### config.mk
export PLATFORM = sky130hd
export DESIGN_NAME = prog_div_pulse
export DESIGN_NICKNAME = d
export VERILOG_FILES = /design/src/rtl/prog_div_pkg.sv /design/src/rtl/pdiv_cfg.sv /design/src/rtl/pdiv_counter.sv /design/src/rtl/pdiv_edge.sv /design/src/rtl/pdiv_pulse.sv /design/src/rtl/prog_div_pulse.sv
export SDC_FILE = /design/constraint.sdc
export NUM_CORES = 1
export LEC_CHECK = 0
export ABC_AREA = 0
export BUFFER_PORTS_ARGS = -buffer_cell sky130_fd_sc_hd__buf_2
export CORE_MARGIN = 2
export CORE_UTILIZATION = 40
export CTS_BUF_LIST = sky130_fd_sc_hd__clkbuf_16
export CTS_CLUSTER_DIAMETER = 40
export DETAILED_ROUTE_END_ITERATION = 16
export PLACE_DENSITY = 0.64
export SLEW_MARGIN = 10
export SYNTH_ARGS = -nofsm -noshare
export SYNTH_HDL_FRONTEND = slang
export SYNTH_HIERARCHICAL = 1
export SYNTH_SLANG_ARGS = --single-unit
### constraint.sdc
create_clock -name clk -period 1.3 [get_ports clk]
set_clock_uncertainty 0.05 [all_clocks]
set_input_delay 0 -clock clk [delete_from_list [all_inputs] [get_ports clk]]
set_output_delay 0 -clock clk [all_outputs]
set_load 0.02 [all_outputs]
### src/rtl/prog_div_pkg.sv
package prog_div_pkg;
  localparam int CNT_W     = 5;              // ramp / control word width
  localparam int LO_W      = 3;              // bits below the carry pipeline cut
  localparam int HI_W      = CNT_W - LO_W;   // bits above the cut
  localparam int ADJ       = 4;              // loop latency subtracted from ratio
  localparam int RATIO_MIN = ADJ + 1;
  localparam int RATIO_MAX = (1 << CNT_W) - 1;
  localparam int ADJ_MAX   = RATIO_MAX - ADJ;

  typedef logic [CNT_W-1:0] word_t;

  // Ratio forced into [RATIO_MIN, RATIO_MAX]
  function automatic word_t ratio_fix(input word_t r);
    return (r < word_t'(RATIO_MIN)) ? word_t'(RATIO_MIN) : r;
  endfunction

  // Compare value for the restart comparator
  function automatic word_t adj_of(input word_t r);
    return r - word_t'(ADJ);
  endfunction

  // Compare value for the falling edge: ceil(a/2)
  function automatic word_t half_of(input word_t a);
    logic [CNT_W:0] t;
    t = {1'b0, a} + 1'b1;
    return t[CNT_W:1];
  endfunction

  // Pulse count forced into [1, a]
  function automatic word_t frac_fix(input word_t f, input word_t a);
    if (f == '0) return word_t'(1);
    if (f > a)   return a;
    return f;
  endfunction
endpackage

### src/rtl/pdiv_cfg.sv
module pdiv_cfg
  import prog_div_pkg::*;
(
  input  logic  clk,
  input  logic  rst_n,
  input  word_t ratio_i,
  input  word_t pulses_i,
  output word_t cfg_a_o,
  output word_t cfg_h_o,
  output word_t cfg_f_o,
  output logic  clamp_o
);
  word_t ratio_ok, a_next, f_next;
  logic  clamp_next;

  always_comb begin
    ratio_ok   = ratio_fix(ratio_i);
    a_next     = adj_of(ratio_ok);
    f_next     = frac_fix(pulses_i, a_next);
    clamp_next = (ratio_ok != ratio_i) || (f_next != pulses_i);
  end

  always_ff @(posedge clk or negedge rst_n) begin
    if (!rst_n) begin
      cfg_a_o <= word_t'(ADJ_MAX);
      cfg_h_o <= half_of(word_t'(ADJ_MAX));
      cfg_f_o <= word_t'(1);
      clamp_o <= 1'b0;
    end else begin
      cfg_a_o <= a_next;
      cfg_h_o <= half_of(a_next);
      cfg_f_o <= f_next;
      clamp_o <= clamp_next;
    end
  end


  cfg_legal_chk: assert property (@(posedge clk) disable iff (!rst_n)
    (cfg_f_o != '0) && (cfg_f_o <= cfg_a_o) && (cfg_a_o != '0));


  ratio_flag_chk: assert property (@(posedge clk) disable iff (!rst_n)
    (ratio_i < word_t'(RATIO_MIN)) |=> clamp_o);
endmodule

### src/rtl/pdiv_counter.sv
module pdiv_counter
  import prog_div_pkg::*;
(
  input  logic  clk,
  input  logic  rst_n,
  input  logic  clr_i,
  output word_t cnt_o
);
  logic [LO_W-1:0] lo_q, lo_d_q;
  logic [HI_W-1:0] hi_q;
  logic            cy_q;

  always_ff @(posedge clk or negedge rst_n) begin
    if (!rst_n) begin
      lo_q   <= '0;
      lo_d_q <= '0;
      hi_q   <= '0;
      cy_q   <= 1'b0;
    end else if (clr_i) begin
      lo_q   <= '0;
      lo_d_q <= '0;
      hi_q   <= '0;
      cy_q   <= 1'b0;
    end else begin
      lo_q   <= lo_q + 1'b1;
      lo_d_q <= lo_q;                // deskew low part to the high part
      cy_q   <= &lo_q;               // pipelined carry across the cut
      hi_q   <= hi_q + HI_W'(cy_q);
    end
  end

  assign cnt_o = {hi_q, lo_d_q};


  cnt_step_chk: assert property (@(posedge clk) disable iff (!rst_n)
    (cnt_o == '0) || (cnt_o == CNT_W'($past(cnt_o) + 1'b1)));


  restart_zero_chk: assert property (@(posedge clk) disable iff (!rst_n)
    clr_i |=> (cnt_o == '0));
endmodule

### src/rtl/pdiv_edge.sv
module pdiv_edge
  import prog_div_pkg::*;
(
  input  logic  clk,
  input  logic  rst_n,
  input  word_t cnt_i,
  input  word_t cfg_a_i,
  input  word_t cfg_h_i,
  output logic  clr_o,
  output logic  div_o
);
  logic hit_end, hit_half;
  logic end_q, clr_q, div_q;

  assign hit_end  = (cnt_i == cfg_a_i);
  assign hit_half = (cnt_i == cfg_h_i);

  always_ff @(posedge clk or negedge rst_n) begin
    if (!rst_n) begin
      end_q <= 1'b0;
      clr_q <= 1'b0;
      div_q <= 1'b0;
    end else begin
      end_q <= hit_end;
      clr_q <= end_q;
      if (clr_q)         div_q <= 1'b1;
      else if (hit_half) div_q <= 1'b0;
    end
  end

  assign clr_o = clr_q;
  assign div_o = div_q;


  fall_at_half_chk: assert property (@(posedge clk) disable iff (!rst_n)
    $fell(div_o) |-> ($past(cnt_i) == $past(cfg_h_i)));
endmodule

### src/rtl/pdiv_pulse.sv
module pdiv_pulse
  import prog_div_pkg::*;
#(
  parameter int PULSE_DLY = 4
) (
  input  logic  clk,
  input  logic  rst_n,
  input  word_t cnt_i,
  input  word_t cfg_f_i,
  output logic  pulse_o
);
  logic                 win;
  logic [PULSE_DLY-1:0] dly_q;

  assign win = (cnt_i != '0) && (cnt_i <= cfg_f_i);

  for (genvar g = 0; g < PULSE_DLY; g++) begin : g_dly
    always_ff @(posedge clk or negedge rst_n) begin
      if (!rst_n)      dly_q[g] <= 1'b0;
      else if (g == 0) dly_q[g] <= win;
      else             dly_q[g] <= dly_q[(g == 0) ? 0 : g-1];
    end
  end

  assign pulse_o = dly_q[PULSE_DLY-1];
endmodule

### src/rtl/prog_div_pulse.sv
module prog_div_pulse
  import prog_div_pkg::*;
#(
  parameter int PULSE_DLY = 4
) (
  input  logic             clk,
  input  logic             rst_n,
  input  logic [CNT_W-1:0] ratio_i,
  input  logic [CNT_W-1:0] pulses_i,
  output logic             div_o,
  output logic             pulse_o,
  output logic             clamp_o
);
  word_t cfg_a, cfg_h, cfg_f, cnt_w;
  logic  clr_w;

  pdiv_cfg u_cfg (
    .clk(clk), .rst_n(rst_n), .ratio_i(ratio_i), .pulses_i(pulses_i),
    .cfg_a_o(cfg_a), .cfg_h_o(cfg_h), .cfg_f_o(cfg_f), .clamp_o(clamp_o)
  );

  pdiv_counter u_cnt (
    .clk(clk), .rst_n(rst_n), .clr_i(clr_w), .cnt_o(cnt_w)
  );

  pdiv_edge u_edge (
    .clk(clk), .rst_n(rst_n), .cnt_i(cnt_w), .cfg_a_i(cfg_a),
    .cfg_h_i(cfg_h), .clr_o(clr_w), .div_o(div_o)
  );

  pdiv_pulse #(.PULSE_DLY(PULSE_DLY)) u_pulse (
    .clk(clk), .rst_n(rst_n), .cnt_i(cnt_w), .cfg_f_i(cfg_f),
    .pulse_o(pulse_o)
  );


  rise_at_zero_chk: assert property (@(posedge clk) disable iff (!rst_n)
    $rose(div_o) |-> (cnt_w == '0));
endmodule

== Word-level counts from Yosys, hierarchy flattened ==
Cells that the tools add are included.
Storage, ports and cells
  word-level logic and storage cells: 46
  output and inout bits: 3
  bits in registers: 32
Operators by class
  reduce and logical (&&, ||, !) cells: 6
  muxes and demuxes: 14
  eq/ne operators: 4
  magnitude comparators: 3
  add/sub/neg operators: 4
Operators by type and width (count)
  5-bit 2-to-1 mux: 5
  5-bit equality test: 2
  5-bit inequality test: 2
  5-bit by 1-bit adder with 6-bit output, second input constant: 1
  1-bit 2-to-1 mux: 6
  3-bit 2-to-1 mux: 2
  5-bit greater-than comparator: 1
  5-bit less-or-equal comparator: 1
  5-bit logical NOT: 1
  5-bit by 3-bit < comparator with 1-bit output, second input constant: 1
  5-bit nonzero test: 1
  5-bit by 3-bit subtractor with 5-bit output, second input constant: 1
  3-bit by 1-bit adder with 3-bit output, second input constant: 1
  3-bit AND reduction: 1
  2-bit by 1-bit adder with 2-bit output: 1
  2-bit 2-to-1 mux: 1
  2-bit nonzero test: 1
  1-bit logical AND: 1
  1-bit logical OR: 1

== Logic depth before layout (Yosys ltp) ==
  word-level depth: 10
  mapped depth: 10
  mapped depth without buffers: 9

== Cells and area by module ==
The synthesis kept the hierarchy.
Modules (own cells, without submodules)
  pdiv_cfg: instances 1, cells an instance 73, seq. area each 410.4 um^2, area each 814.5 um^2
  pdiv_counter: instances 1, cells an instance 22, seq. area each 225.2 um^2, area each 322.8 um^2
  pdiv_pulse: instances 1, cells an instance 24, seq. area each 100.1 um^2, area each 236.5 um^2
  pdiv_edge: instances 1, cells an instance 18, seq. area each 75.1 um^2, area each 190.2 um^2

== Worst setup path before layout ==
Ideal clock, no wire load.
  path type: input -> register
  start: input ratio_i[4]
  end: register u_cfg.cfg_f_o[2]
  setup slack: -0.464 ns
  cell stages on the path: 9
  setup time: 0.125 ns
  required time: 1.125 ns
  arrival: 1.589 ns
  path through: nor2_2 or2_1 buf_6 inv_1 ha_1 xnor2_1 a22oi_1 a21oi_4 mux2_2
Between the ends
  word-level cells in the longest chain between the ends: 8
RTL lines
  from (decl): line prog_div_pulse.sv:8  | input logic [CNT_W-1:0] ratio_i,
  5-bit by 3-bit < comparator with 1-bit output (*): line prog_div_pkg.sv:14  | return (r < word_t'(RATIO_MIN)) ? word_t'(RATIO_MIN) : r;
  5-bit 2-to-1 mux (*): line prog_div_pkg.sv:14
  5-bit by 3-bit subtractor with 5-bit output (*): line prog_div_pkg.sv:19  | return r - word_t'(ADJ);
  named net u_cfg.a_next[2]: line pdiv_cfg.sv:13  | word_t ratio_ok, a_next, f_next;
  5-bit greater-than comparator: line prog_div_pkg.sv:32  | if (f > a) return a;
  1-bit 2-to-1 mux (2 in a row): line prog_div_pkg.sv:32
  5-bit 2-to-1 mux (*): line prog_div_pkg.sv:33  | return f;
  5-bit 2-to-1 mux (*): line prog_div_pkg.sv:32
  named net u_cfg.f_next[2]: line pdiv_cfg.sv:13
  to (signal assigned): line pdiv_cfg.sv:27  | cfg_f_o <= word_t'(1);
  to (signal assigned): line pdiv_cfg.sv:32  | cfg_f_o <= f_next;
  to (decl): line pdiv_cfg.sv:10  | output word_t cfg_f_o,
Mark *: on every way through the listed nets, which the timed path passes. The rest lies on a longest branch. The select of a mux whose other input is x is not followed.
A chain may end at the register's enable or synchronous reset.

== Worst setup path in the final report ==
  start: input ratio_i[4]
  end: register u_cfg.cfg_f_o[3]
Between the ends
  word-level cells in the longest chain between the ends: 8
RTL lines (line)
  5-bit by 3-bit < comparator with 1-bit output (*): prog_div_pkg.sv:14
  5-bit 2-to-1 mux (*): prog_div_pkg.sv:14
  5-bit by 3-bit subtractor with 5-bit output (*): prog_div_pkg.sv:19
  named net u_cfg.a_next[0]: pdiv_cfg.sv:13
  5-bit greater-than comparator (*): prog_div_pkg.sv:32
  1-bit 2-to-1 mux (2 in a row): prog_div_pkg.sv:32
  5-bit 2-to-1 mux (*): prog_div_pkg.sv:33
  5-bit 2-to-1 mux (*): prog_div_pkg.sv:32
  named net u_cfg.f_next[3]: pdiv_cfg.sv:13
Marks and branches as above.

==> flow_metrics.tcl <==
set metrics [dict create \
    top_usage_layer "met2" \
    dp.cells 232 \
    cts_sinks 32 \
    dr.pass1.iters 4 \
    final_util_pct 61.41 \
    die_x_um 66.53 \
    clock_latency_ns 0.27 \
    die_h_um 66.53 \
    ys_seq_area_share_pct 51.84 \
    nets 220 \
    finalNonFillerCells 243 \
    critical_path_arrival_ns 1.53 \
    track_usage_pct 18.53 \
    via_per_inst 4.761 \
    setup_viol 6 \
    min_path_type "in2reg" \
    run_status "finished with violations" \
    cts_tree "yes" \
    leakagePower_nw 1.064 \
    clock.fmax_mhz 699.4 \
    slew_viol_final 0 \
    core_area_um2 3716 \
    wl_um 3342 \
    cp-start-kind "input pin" \
    synth.distinct_cells 34 \
    synth_top_area_share_pct 38.40 \
    powerDensity_nw_per_um2 1846 \
    synth_cells 137 \
    io_buffers 14 \
    grt_util_met3_pct 5.743 \
    period_minus_slack_ns 1.430 \
    avgSynthCellArea_um2 11.42 \
    rsz0062_at_grt "yes" \
    route.detailed.drc 0 \
    crit_type "in2reg" \
    hold_violations 0 \
    cp.required_ns 1.40 \
    setup_ws_ns -0.1299 \
    ir_worst_vdd_v 0.0006004 \
    switching_share_pct 29.14 \
    p_comb_share_pct 34.5 \
    num_rows 22 \
    dominantRegCellSynth "dfrtp_1" \
    clockPowerShare_pct 29.8 \
    vias 1157 \
    grt_start_max_net_pins 14 \
    yosysMostFrequentCell "dfrtp_1" \
    dpl.hpwl_um 2702 \
    drive_gt1_share_pct 46.15 \
    wire_per_inst_um 13.75 \
    ioPinCount 15 \
    synth_warnings 6 \
    dp_slack_ns -0.5046 \
    final_area_um2 2282 \
    cts.clk_slew.worst_paths_ns 0.04 \
    dieArea_um2 4426 \
    gr-total-overflow 0 \
    synth_edf_count 0 \
    yosys-top-cells-count "dfrtp_1 (24), ha_1 (14), inv_1 (13)" \
    maxCapViolations 0 \
    htree_levels 2 \
    gr-usage-met2_pct 34.75 \
    ys_ff_latch 32 \
    synth_top_cell_by_area "dfrtp_1" \
    finalWeightedCongestion 0.8083 \
    synth_area_leaders "dfrtp_1 (38%), dfstp_2 (13%), ha_1 (11%)" \
    antenna_found_initial 0 \
    worstMarginPinSlew_ns 0.2677 \
    holdPathStages 3 \
    critPathCaptureType "flop" \
    p_seq_share_pct 35.7 \
    diodes 0 \
    fin_total_pwr_mw 4.213 \
    violations "setup timing" \
    grt_pass1_vias 1287 \
    met1_usage_pct 17.78 \
    drt-initial-drc-count 38 \
    syn_area_um2 1564 \
    period_share_pct 110.0 \
    cts_buffer_depth 2 \
    slew_headroom_pct 82.05 \
    grt_pass1_wl_um 5727 \
    cts_buffers 5 \
    intPower_mw 2.986 \
    syn_nets 163 \
    holdWs_ns 0.05234 \
    r2r_slack_ns -0.05 \
    power_switching_mw 1.228 \
    cts_root_buf "clkbuf_16" \
    fin_setup_tns_ns -0.5242 \
    synth_async_sr_flop_share_pct 100.0 \
    fillCellCount 298 \
    placed_cell_area_um2 2039 \
    cp_max_fo 6 \
    reg2reg_depth 4 \
    start_util_pct 42.09 \
    syn_to_final_growth_pct 45.92 \
    ant_nets 0 \
]
-- flip-flops by register name (all words and copies together) (netlist names) --
name,count
u_cfg/cfg_a_o,5
u_cfg/cfg_f_o,5
u_cfg/cfg_h_o,5
u_cfg/clamp_o,1
u_cnt/cy_q,1
u_cnt/hi_q,2
u_cnt/lo_d_q,3
u_cnt/lo_q,3
u_edge/clr_o,1
u_edge/div_o,1
u_edge/end_q,1
u_pulse/dly_q,3
u_pulse/pulse_o,1
-- cell usage in the layout, fill, tap and decap left out, types with 5 or more instances in the layout --
cell,count
ha_1,9
xnor2_1,11
buf_2,11
inv_1,11
clkbuf_16,5
buf_4,34
dfstp_2,8
dfrtp_1,22
nor2_1,7
nor2b_1,8
-- power by group through the flow --
stage	combinational [mW]	sequential [mW]	clock, mW
after global placement	1.25	1.49	0
after floorplan	0.717	1.55	0
after detailed placement	1.32	1.51	0
after CTS	1.41	1.50	1.29
after global routing	1.64	1.53	1.35
final	1.45	1.50	1.26
-- worst paths after layout --
path / start / end
worst min-delay path: ratio_i[0] / u_cfg/cfg_a_o[0]
worst max-delay path: ratio_i[4] / u_cfg/cfg_f_o[3]
worst max register to register: u_cnt/lo_d_q[2] / u_pulse/dly_q[0]
max in group asynchronous: rst_n / u_cfg/cfg_f_o[0]
min in group asynchronous: rst_n / u_edge/div_o
worst min register to register: u_pulse/dly_q[0] / u_pulse/dly_q[1]
-- critical path, cell delays in order --
cell,delay (ns)
buf_4,0.11
nor2_4,0.04
buf_4,0.13
a21o_2,0.20
ha_1,0.18
and3b_1,0.22
o221ai_2,0.11
a21oi_4,0.23
mux2_4,0.32
-- timing repair --
| item | in CTS | in global routing |
|---|---|---|
| hold endpoints to repair | 24 | 0 |
| gates resized for setup | 12 | 3 |
| hold buffers | 1 | 0 |
| pin swaps | 6 | 4 |
| setup endpoints to repair | 6 | 7 |
| buffers inserted | 1 | 1 |
-- layout make-up --
cell class	instances	area [µm²]	area share, %
inverters	13	48.80	2.138
flip-flops and latches	32	813.3	35.64
multi-input cells	91	812.0	35.58
clock inverters	3	37.54	1.645
repair buffers	51	385.4	16.89
well taps	48	60.06	2.632
clock buffers	5	125.1	5.482
-- per-layer routing --
layer	routed length (µm)	up-vias
met3	124	6
li1	-	579
met5	0	-
met4	72	0
met1	1253	551
met2	1891	21
-- logic make-up (layout without fill, tap and decap cells) --
kind of cell / count (synthesis) / in the layout / share of synthesized area, %
simple gates: 37 / 37 / 12.56
flops: 32 / 32 / 51.84
compound gates: 22 / 22 / 10.16
xor+xnor: 16 / 16 / 8.960
fa+ha+maj: 14 / 14 / 11.20
buf+inv: 14 / 72 / 3.840
mux: 2 / 2 / 1.440
Power figures use the tool's default switching activity.
